<file path="config.mk">
export PLATFORM = sky130hd
export DESIGN_NAME = otp_sec_ctrl
export DESIGN_NICKNAME = d
export VERILOG_FILES = /design/src/rtl/otp_sec_pkg.sv /design/src/rtl/otp_sec_shift.sv /design/src/rtl/otp_sec_decode.sv /design/src/rtl/otp_sec_state.sv /design/src/rtl/otp_sec_readout.sv /design/src/rtl/otp_sec_ctrl.sv
export SDC_FILE = /design/constraint.sdc
export NUM_CORES = 1
export LEC_CHECK = 0
export ABC_AREA = 1
export BUFFER_PORTS_ARGS = -buffer_cell sky130_fd_sc_hd__buf_2
export CORE_MARGIN = 1
export CORE_UTILIZATION = 55
export CTS_CLUSTER_DIAMETER = 100
export DETAILED_ROUTE_END_ITERATION = 16
export PLACE_DENSITY = 0.83
export SLEW_MARGIN = 20
export SYNTH_ARGS = -nofsm -noshare
export SYNTH_HDL_FRONTEND = slang
export SYNTH_SLANG_ARGS = --single-unit
</file>
<file path="constraint.sdc">
create_clock -name clk -period 2.94 [get_ports clk]
set_input_delay 0 -clock clk [delete_from_list [all_inputs] [get_ports clk]]
set_output_delay 0 -clock clk [all_outputs]
set_load 0.1 [all_outputs]
</file>
<file path="src/rtl/otp_sec_pkg.sv">
// Package otp_sec_pkg
// Shared command encoding and acceptance-pulse bit positions for the
// secured OTP controller. Assumes five recognised instructions.
package otp_sec_pkg;

    typedef enum logic [2:0] {
        CMD_NONE  = 3'd0,
        CMD_WREN  = 3'd1,
        CMD_ENTER = 3'd2,
        CMD_EXIT  = 3'd3,
        CMD_RDSEC = 3'd4,
        CMD_WRSEC = 3'd5
    } cmd_e;

    localparam int ACC_W     = 5;
    localparam int ACC_WREN  = 0;
    localparam int ACC_ENTER = 1;
    localparam int ACC_EXIT  = 2;
    localparam int ACC_RDSEC = 3;
    localparam int ACC_WRSEC = 4;

    localparam int SEC_MODE_BIT = 0;
    localparam int SEC_LOCK_BIT = 1;
    localparam int SEC_WEL_BIT  = 2;

endpackage

</file>
<file path="src/rtl/otp_sec_shift.sv">
// Module otp_sec_shift
// Collects instruction bits while chip select is low, one bit per serial
// clock rise in 1-bit mode or one lane-wide nibble in 4-bit mode. Latches
// the first complete byte as the opcode and reports whether the bit count
// sits on exactly one completed byte. Assumes qpi_i is stable in a frame
// and that BYTE_W is a multiple of LANE_W.
module otp_sec_shift #(
    parameter int BYTE_W = 8,
    parameter int LANE_W = 4
) (
    input  logic              clk,
    input  logic              rst_n,
    input  logic              cs_low_i,
    input  logic              sclk_rise_i,
    input  logic              qpi_i,
    input  logic [LANE_W-1:0] sio_i,
    output logic [BYTE_W-1:0] opcode_o,
    output logic              first_done_o,
    output logic              exact_o
);

    localparam int CNT_W = $clog2(BYTE_W) + 1;
    localparam logic [CNT_W-1:0] STEP_1 = CNT_W'(1);
    localparam logic [CNT_W-1:0] STEP_Q = CNT_W'(LANE_W);
    localparam logic [CNT_W-1:0] FULL   = CNT_W'(BYTE_W);

    logic [BYTE_W-1:0] shreg_q;
    logic [BYTE_W-1:0] shreg_nxt;
    logic [CNT_W-1:0]  bitcnt_q;
    logic [CNT_W-1:0]  bitcnt_nxt;
    logic [1:0]        nbytes_q;

    // Next shift value and bit count for the current lane width.
    always_comb begin
        if (qpi_i) begin
            shreg_nxt  = {shreg_q[BYTE_W-LANE_W-1:0], sio_i};
            bitcnt_nxt = bitcnt_q + STEP_Q;
        end else begin
            shreg_nxt  = {shreg_q[BYTE_W-2:0], sio_i[0]};
            bitcnt_nxt = bitcnt_q + STEP_1;
        end
    end

    // Bit and byte counting, opcode capture; cleared while deselected.
    always_ff @(posedge clk) begin
        if (!rst_n || !cs_low_i) begin
            shreg_q      <= '0;
            bitcnt_q     <= '0;
            nbytes_q     <= '0;
            first_done_o <= 1'b0;
            if (!rst_n) begin
                opcode_o <= '0;
            end
        end else begin
            first_done_o <= 1'b0;
            if (sclk_rise_i) begin
                shreg_q <= shreg_nxt;
                if (bitcnt_nxt >= FULL) begin
                    bitcnt_q <= '0;
                    if (nbytes_q != 2'd3) begin
                        nbytes_q <= nbytes_q + 2'd1;
                    end
                    if (nbytes_q == 2'd0) begin
                        opcode_o     <= shreg_nxt;
                        first_done_o <= 1'b1;
                    end
                end else begin
                    bitcnt_q <= bitcnt_nxt;
                end
            end
        end
    end

    // Frame ends on a legal boundary only after exactly one whole byte.
    always_comb begin
        exact_o = (bitcnt_q == '0) && (nbytes_q == 2'd1);
    end

endmodule

</file>
<file path="src/rtl/otp_sec_decode.sv">
// Module otp_sec_decode
// Maps a captured opcode onto the internal command code. Opcode values are
// parameters; any other value decodes to CMD_NONE and is ignored.
module otp_sec_decode
    import otp_sec_pkg::*;
#(
    parameter int              BYTE_W   = 8,
    parameter logic [BYTE_W-1:0] OP_WREN  = 8'h06,
    parameter logic [BYTE_W-1:0] OP_ENTER = 8'hB1,
    parameter logic [BYTE_W-1:0] OP_EXIT  = 8'hC1,
    parameter logic [BYTE_W-1:0] OP_RDSEC = 8'h2B,
    parameter logic [BYTE_W-1:0] OP_WRSEC = 8'h2F
) (
    input  logic [BYTE_W-1:0] opcode_i,
    output cmd_e              cmd_o
);

    // Pure lookup from opcode to command class.
    always_comb begin
        if (opcode_i == OP_WREN) begin
            cmd_o = CMD_WREN;
        end else if (opcode_i == OP_ENTER) begin
            cmd_o = CMD_ENTER;
        end else if (opcode_i == OP_EXIT) begin
            cmd_o = CMD_EXIT;
        end else if (opcode_i == OP_RDSEC) begin
            cmd_o = CMD_RDSEC;
        end else if (opcode_i == OP_WRSEC) begin
            cmd_o = CMD_WRSEC;
        end else begin
            cmd_o = CMD_NONE;
        end
    end

endmodule

</file>
<file path="src/rtl/otp_sec_state.sv">
// Module otp_sec_state
// Holds the write-enable latch, the OTP-mode flag and the lock-down bit and
// issues the acceptance pulses. Write-type commands arrive as an execute
// strobe at a legal chip-select rise; the read command arrives as a start
// strobe when its opcode completes. Assumes the two strobes never coincide.
module otp_sec_state
    import otp_sec_pkg::*;
(
    input  logic             clk,
    input  logic             rst_n,
    input  logic             lock_preset_i,
    input  logic             exec_i,
    input  logic             rd_start_i,
    input  cmd_e             cmd_i,
    output logic             wel_o,
    output logic             mode_o,
    output logic             lock_o,
    output logic [ACC_W-1:0] acc_o
);

    logic gated;

    // Locked OTP mode admits only read-type and mode commands.
    always_comb begin
        gated = mode_o && lock_o;
    end

    // Register updates and one-cycle acceptance pulses.
    always_ff @(posedge clk) begin
        if (!rst_n) begin
            wel_o  <= 1'b0;
            mode_o <= 1'b0;
            lock_o <= lock_preset_i;
            acc_o  <= '0;
        end else begin
            acc_o <= '0;
            if (rd_start_i) begin
                acc_o[ACC_RDSEC] <= 1'b1;
            end
            if (exec_i) begin
                case (cmd_i)
                    CMD_WREN: begin
                        if (!gated) begin
                            wel_o           <= 1'b1;
                            acc_o[ACC_WREN] <= 1'b1;
                        end
                    end
                    CMD_ENTER: begin
                        mode_o           <= 1'b1;
                        acc_o[ACC_ENTER] <= 1'b1;
                    end
                    CMD_EXIT: begin
                        mode_o          <= 1'b0;
                        acc_o[ACC_EXIT] <= 1'b1;
                    end
                    CMD_WRSEC: begin
                        if (wel_o && !gated) begin
                            lock_o           <= 1'b1;
                            wel_o            <= 1'b0;
                            acc_o[ACC_WRSEC] <= 1'b1;
                        end
                    end
                    default: begin
                    end
                endcase
            end
        end
    end


    lock_sticky_chk: assert property (@(posedge clk) disable iff (!rst_n)
        lock_o |=> lock_o);


    wrsec_needs_wel_chk: assert property (@(posedge clk) disable iff (!rst_n)
        acc_o[ACC_WRSEC] |-> (!wel_o && $past(wel_o) && lock_o));


    locked_no_wren_chk: assert property (@(posedge clk) disable iff (!rst_n)
        (mode_o && lock_o && !wel_o) |=> !acc_o[ACC_WREN]);

endmodule

</file>
<file path="src/rtl/otp_sec_readout.sv">
// Module otp_sec_readout
// Streams the security register out, most significant first, one bit or
// one nibble per serial clock rise, reloading the live register value
// after each whole byte for as long as chip select stays low.
module otp_sec_readout #(
    parameter int BYTE_W = 8,
    parameter int LANE_W = 4
) (
    input  logic              clk,
    input  logic              rst_n,
    input  logic              cs_low_i,
    input  logic              sclk_rise_i,
    input  logic              qpi_i,
    input  logic              load_i,
    input  logic [BYTE_W-1:0] sec_i,
    output logic [LANE_W-1:0] dout_o,
    output logic              oe_o
);

    localparam int CNT_W = $clog2(BYTE_W) + 1;
    localparam logic [CNT_W-1:0] FULL = CNT_W'(BYTE_W);

    logic              active_q;
    logic [BYTE_W-1:0] sh_q;
    logic [CNT_W-1:0]  ptr_q;
    logic [CNT_W-1:0]  ptr_nxt;

    // Position after the next rise for the active lane width.
    always_comb begin
        ptr_nxt = ptr_q + (qpi_i ? CNT_W'(LANE_W) : CNT_W'(1));
    end

    // Output shift register with per-byte reload.
    always_ff @(posedge clk) begin
        if (!rst_n || !cs_low_i) begin
            active_q <= 1'b0;
            sh_q     <= '0;
            ptr_q    <= '0;
        end else if (load_i) begin
            active_q <= 1'b1;
            sh_q     <= sec_i;
            ptr_q    <= '0;
        end else if (active_q && sclk_rise_i) begin
            if (ptr_nxt >= FULL) begin
                sh_q  <= sec_i;
                ptr_q <= '0;
            end else begin
                sh_q  <= qpi_i ? {sh_q[BYTE_W-LANE_W-1:0], {LANE_W{1'b0}}}
                               : {sh_q[BYTE_W-2:0], 1'b0};
                ptr_q <= ptr_nxt;
            end
        end
    end

    // Present the head of the shift register on the active lanes.
    always_comb begin
        dout_o = '0;
        if (qpi_i) begin
            dout_o = sh_q[BYTE_W-1 -: LANE_W];
        end else begin
            dout_o[0] = sh_q[BYTE_W-1];
        end
        oe_o = active_q && cs_low_i;
    end


    load_drives_chk: assert property (@(posedge clk) disable iff (!rst_n)
        (load_i && cs_low_i) |=> (active_q && sh_q == $past(sec_i)));

endmodule

</file>
<file path="src/rtl/otp_sec_ctrl.sv">
// Module otp_sec_ctrl
// Top of the secured OTP instruction controller. Samples chip select and
// the serial clock on the system clock, finds edges, and ties together the
// bit collector, the opcode decoder, the state registers and the register
// readout. Assumes the serial clock is at most half the system clock rate.
module otp_sec_ctrl
    import otp_sec_pkg::*;
#(
    parameter int              BYTE_W   = 8,
    parameter int              LANE_W   = 4,
    parameter logic [BYTE_W-1:0] OP_WREN  = 8'h06,
    parameter logic [BYTE_W-1:0] OP_ENTER = 8'hB1,
    parameter logic [BYTE_W-1:0] OP_EXIT  = 8'hC1,
    parameter logic [BYTE_W-1:0] OP_RDSEC = 8'h2B,
    parameter logic [BYTE_W-1:0] OP_WRSEC = 8'h2F
) (
    input  logic              clk,
    input  logic              rst_n,
    input  logic              lock_preset_i,
    input  logic              qpi_i,
    input  logic              cs_n_i,
    input  logic              sclk_i,
    input  logic [LANE_W-1:0] sio_i,
    output logic              region_sel_o,
    output logic              otp_program_allowed_o,
    output logic [ACC_W-1:0]  acc_o,
    output logic [LANE_W-1:0] dout_o,
    output logic              dout_oe_o
);

    logic              cs_q;
    logic              sclk_q;
    logic              cs_low;
    logic              cs_rise;
    logic              sclk_rise;
    logic [BYTE_W-1:0] opcode;
    logic              first_done;
    logic              exact;
    cmd_e              cmd;
    logic              wel;
    logic              mode;
    logic              lock;
    logic [BYTE_W-1:0] sec_byte;

    // Previous samples for edge detection.
    always_ff @(posedge clk) begin
        if (!rst_n) begin
            cs_q   <= 1'b1;
            sclk_q <= 1'b0;
        end else begin
            cs_q   <= cs_n_i;
            sclk_q <= sclk_i;
        end
    end

    // Edge strobes for chip select and the serial clock.
    always_comb begin
        cs_low    = !cs_n_i;
        cs_rise   = cs_n_i && !cs_q;
        sclk_rise = sclk_i && !sclk_q && !cs_n_i;
    end

    otp_sec_shift #(
        .BYTE_W (BYTE_W),
        .LANE_W (LANE_W)
    ) u_shift (
        .clk          (clk),
        .rst_n        (rst_n),
        .cs_low_i     (cs_low),
        .sclk_rise_i  (sclk_rise),
        .qpi_i        (qpi_i),
        .sio_i        (sio_i),
        .opcode_o     (opcode),
        .first_done_o (first_done),
        .exact_o      (exact)
    );

    otp_sec_decode #(
        .BYTE_W   (BYTE_W),
        .OP_WREN  (OP_WREN),
        .OP_ENTER (OP_ENTER),
        .OP_EXIT  (OP_EXIT),
        .OP_RDSEC (OP_RDSEC),
        .OP_WRSEC (OP_WRSEC)
    ) u_decode (
        .opcode_i (opcode),
        .cmd_o    (cmd)
    );

    otp_sec_state u_state (
        .clk           (clk),
        .rst_n         (rst_n),
        .lock_preset_i (lock_preset_i),
        .exec_i        (cs_rise && exact),
        .rd_start_i    (first_done && (cmd == CMD_RDSEC)),
        .cmd_i         (cmd),
        .wel_o         (wel),
        .mode_o        (mode),
        .lock_o        (lock),
        .acc_o         (acc_o)
    );

    // Security register image seen by the readout.
    always_comb begin
        sec_byte               = '0;
        sec_byte[SEC_MODE_BIT] = mode;
        sec_byte[SEC_LOCK_BIT] = lock;
        sec_byte[SEC_WEL_BIT]  = wel;
    end

    otp_sec_readout #(
        .BYTE_W (BYTE_W),
        .LANE_W (LANE_W)
    ) u_readout (
        .clk         (clk),
        .rst_n       (rst_n),
        .cs_low_i    (cs_low),
        .sclk_rise_i (sclk_rise),
        .qpi_i       (qpi_i),
        .load_i      (first_done && (cmd == CMD_RDSEC)),
        .sec_i       (sec_byte),
        .dout_o      (dout_o),
        .oe_o        (dout_oe_o)
    );

    // Region steering and program permission.
    always_comb begin
        region_sel_o          = mode;
        otp_program_allowed_o = mode && !lock;
    end


    acc_onehot_chk: assert property (@(posedge clk) disable iff (!rst_n)
        $onehot0(acc_o));


    write_after_rise_chk: assert property (@(posedge clk) disable iff (!rst_n)
        (acc_o[ACC_WREN] || acc_o[ACC_ENTER] || acc_o[ACC_EXIT] || acc_o[ACC_WRSEC])
        |-> ($past(cs_n_i) && !$past(cs_q)));


    region_moves_chk: assert property (@(posedge clk) disable iff (!rst_n)
        !$stable(region_sel_o) |-> (acc_o[ACC_ENTER] || acc_o[ACC_EXIT]));

endmodule

</file>
==> results.cfg <==
[worst_setup_path]
path_cells = inv_1, ha_1, nand3_1, nor3_4, inv_2, or3_4, nand2_2
path_max_fanout = 4
cp_slowest_cell = dfxtp_1
r2r-start = u_shift.bitcnt_q[0]$_SDFFE_PP0P_
endpoint_kind = register
rrSetupSlack_ns = 1.24
start_kind = register
startpoint = u_shift.bitcnt_q[0]$_SDFFE_PP0P_
arrival_ns = 1.73
worstSetupPathType = register to register
crit_required_ns = 2.97
slowest_delay_ns = 0.34

[worst_hold_path]
hp-start = rst_n
hold_class = primary input to register

[place]
pre_cts_ws_ns = 1.05
dp_hpwl_um = 3060
gp_congestion = 0.842
dp.cells = 349
port_buffers = 21

[die]
die_area_um2 = 4210
num_io_pins = 22
rows = 22
die_w_um = 64.9
initial_core_util_pct = 58.6
dieHeight_um = 64.9
core_um2 = 3720

[grt]
antenna_found_initial = 0
grt_pass1_vias = 1647
grt_pass1_wl_um = 7070
grt_use_total_pct = 22.5
grt_max_degree = 22
grt.overflow.total = 0

[yosys]
synth_area_um2 = 2180
synth_area_leaders = dfxtp_1 33%, edfxtp_1 12%, nand2_1 12%
synth.distinct_cells = 29
synth-seq-cells = 45
yosysTopAreaCellShare_pct = 33.1
synth_seq_area_share_pct = 45.5
synth_nets = 304
syn_avg_cell_area_um2 = 7.63
yosys_most_used_dff = dfxtp_1
syn-instance-count = 285
synth-edff-count = 9
synth.most_common_cell = nand2_1
synth_top_area_cell = dfxtp_1
synth-async-reset-ratio_pct = 0
ys_top_cells_by_count = 67 x nand2_1, 37 x inv_1, 36 x dfxtp_1
synth_warnings = 0

[route]
wire_per_inst_um = 11.5
initialDrtViolationCount = 82
drcViolationCount = 0
viasPerCell = 5.02
drt-total-wl_um = 4140
vias = 1806
dr.pass1.iters = 4
drtAntennaViolNets = 0

[clock_network]
cts_resized = 0
cts_sinks = 45
path_clk_slew_ns = 0.08
cts_buffers = 5
htree_levels = 2
tritoncts = yes
clockRootBuffer = clkbuf_8
insertion_delay_ns = 0.31
cts_max_path_buffers = 2

[timing]
timing.hold.ws_ns = 0.00565
period_share_pct = 57.8
fin_setup_tns_ns = 0
finClkSkew_ns = 0.00895
grt_setup_unrepaired = no
fin_ws_ns = 1.24
setup_violations = 0
worst_pin_slew_ns = 0.499
fmax_mhz = 588
fin_crit_ns = 1.70
relSlewSlack_pct = 66.7
finalHoldViolations = 0
slew_viol_final = 0

[cells_and_area]
fin_nets = 330
fin_cells = 360
drive_gt1_share_pct = 16.7
area_delta_synth_final_pct = 11.5
diodes = 0

[power_and_ir_drop]
total_power_w = 0.00110
sw_frac_of_total_pct = 24.5
p_clk_share_pct = 33.8
comb_power_share_pct = 7.1
leakage_nw = 1.07
p_int_w = 0.000832
p_per_area_nw_per_um2 = 454
ir_drop_mv = 0.317
p_switching_w = 0.000269
seqPwrFrac_pct = 59.0

[flow_run]
drv_cap = 0

[status]
status = finished clean
-- final timing paths --
path / endpoint / cells after the start
max: u_state.lock_o$_SDFFCE_PP1P_ / 7
min: sclk_q$_SDFF_PN0_ / 3
max reg2reg: u_state.lock_o$_SDFFCE_PP1P_ / 7
min reg2reg: u_readout.ptr_q[2]$_SDFFE_PP0P_ / 2
-- sequential cells by signal (all words and copies together) (netlist names), 2 cells and up --
signal            count
u_shift.bitcnt_q      4
u_shift.shreg_q       7
u_readout.ptr_q       4
u_shift.opcode_o      8
u_shift.nbytes_q      2
u_readout.sh_q        8
u_state.acc_o         5
-- per-stage QoR --
stage | area [um2] | utilization [%]
finish | 2430 | 65.3
global route | 2430 | 65.3
CTS | 2430 | 65.3
detailed placement | 2310 | 62.2
global placement | 2310 | 62.2
floorplan | 2180 | -
-- critical path, delay by kind of cell, from the launching register on --
family / cells / cell delay [ns]
adders and majority gates: 1 / 0.15
and+or+nand+nor: 4 / 0.79
buffers and inverters: 2 / 0.15
DFF: 1 / 0.34
-- power groups by stage --
stage	logic (W)	clock network, W	registers (W)
after global routing	0.0000892	0.000408	0.000652
after global placement	0.0000733	0	0.000664
after CTS	0.0000784	0.000376	0.000650
after detailed placement	0.0000750	0	0.000665
final	0.0000786	0.000373	0.000650
after floorplan	0.0000544	0	0.000663
-- placed cells by master (no fill, tap or decap) --
cell type / instances
dfxtp_1: 36
clkinvlp_4: 1
or3_4: 1
nand4_1: 3
a211oi_2: 1
buf_4: 1
or2_2: 1
nor2_4: 1
xor2_2: 1
nand3_1: 11
inv_1: 37
nor3_4: 1
nand2_2: 3
inv_2: 6
clkinv_1: 1
clkbuf_1: 1
a21oi_1: 20
ha_1: 9
buf_2: 21
clkbuf_8: 5
a21oi_2: 2
dlygate4sd3_1: 3
nor4_1: 1
nand2_4: 1
and2_1: 1
nor2_2: 5
xor2_1: 2
nor2_1: 31
o21ai_0: 23
edfxtp_1: 9
nand2_1: 67
nand3_2: 1
nor3_1: 5
-- final cells by class --
type | instances | area (um2)
repair buffers | 25 | 143
inverters | 43 | 161
clock buffers | 6 | 72.6
fillers | 336 | 1290
well taps | 48 | 60.1
flip-flops and latches | 45 | 991
multi-input cells | 191 | 987
clock inverters | 2 | 11.3
-- layer usage --
metal | GRT usage [%] | wire length (um)
met5 | 0 | 0
met4 | 9.72 | 78
met3 | 4.75 | 150
met2 | 38.0 | 1910
met1 | 27.4 | 2000
-- what timing repair did --
action / 4_1_cts / 5_1_grt
setup endpoints to repair: 0 / 0
setup buffers: 0 / 0
hold buffers: 3 / 0
hold endpoints to repair: 3 / 0
-- logic make-up after synthesis --
kind of cell | synth area share (%)
fa+ha+maj | 5.18
buf+inv | 9.09
compound gates | 11.3
simple gates | 27.4
xor+xnor | 1.55
flops | 45.5
Power figures use the tool's default switching activity.
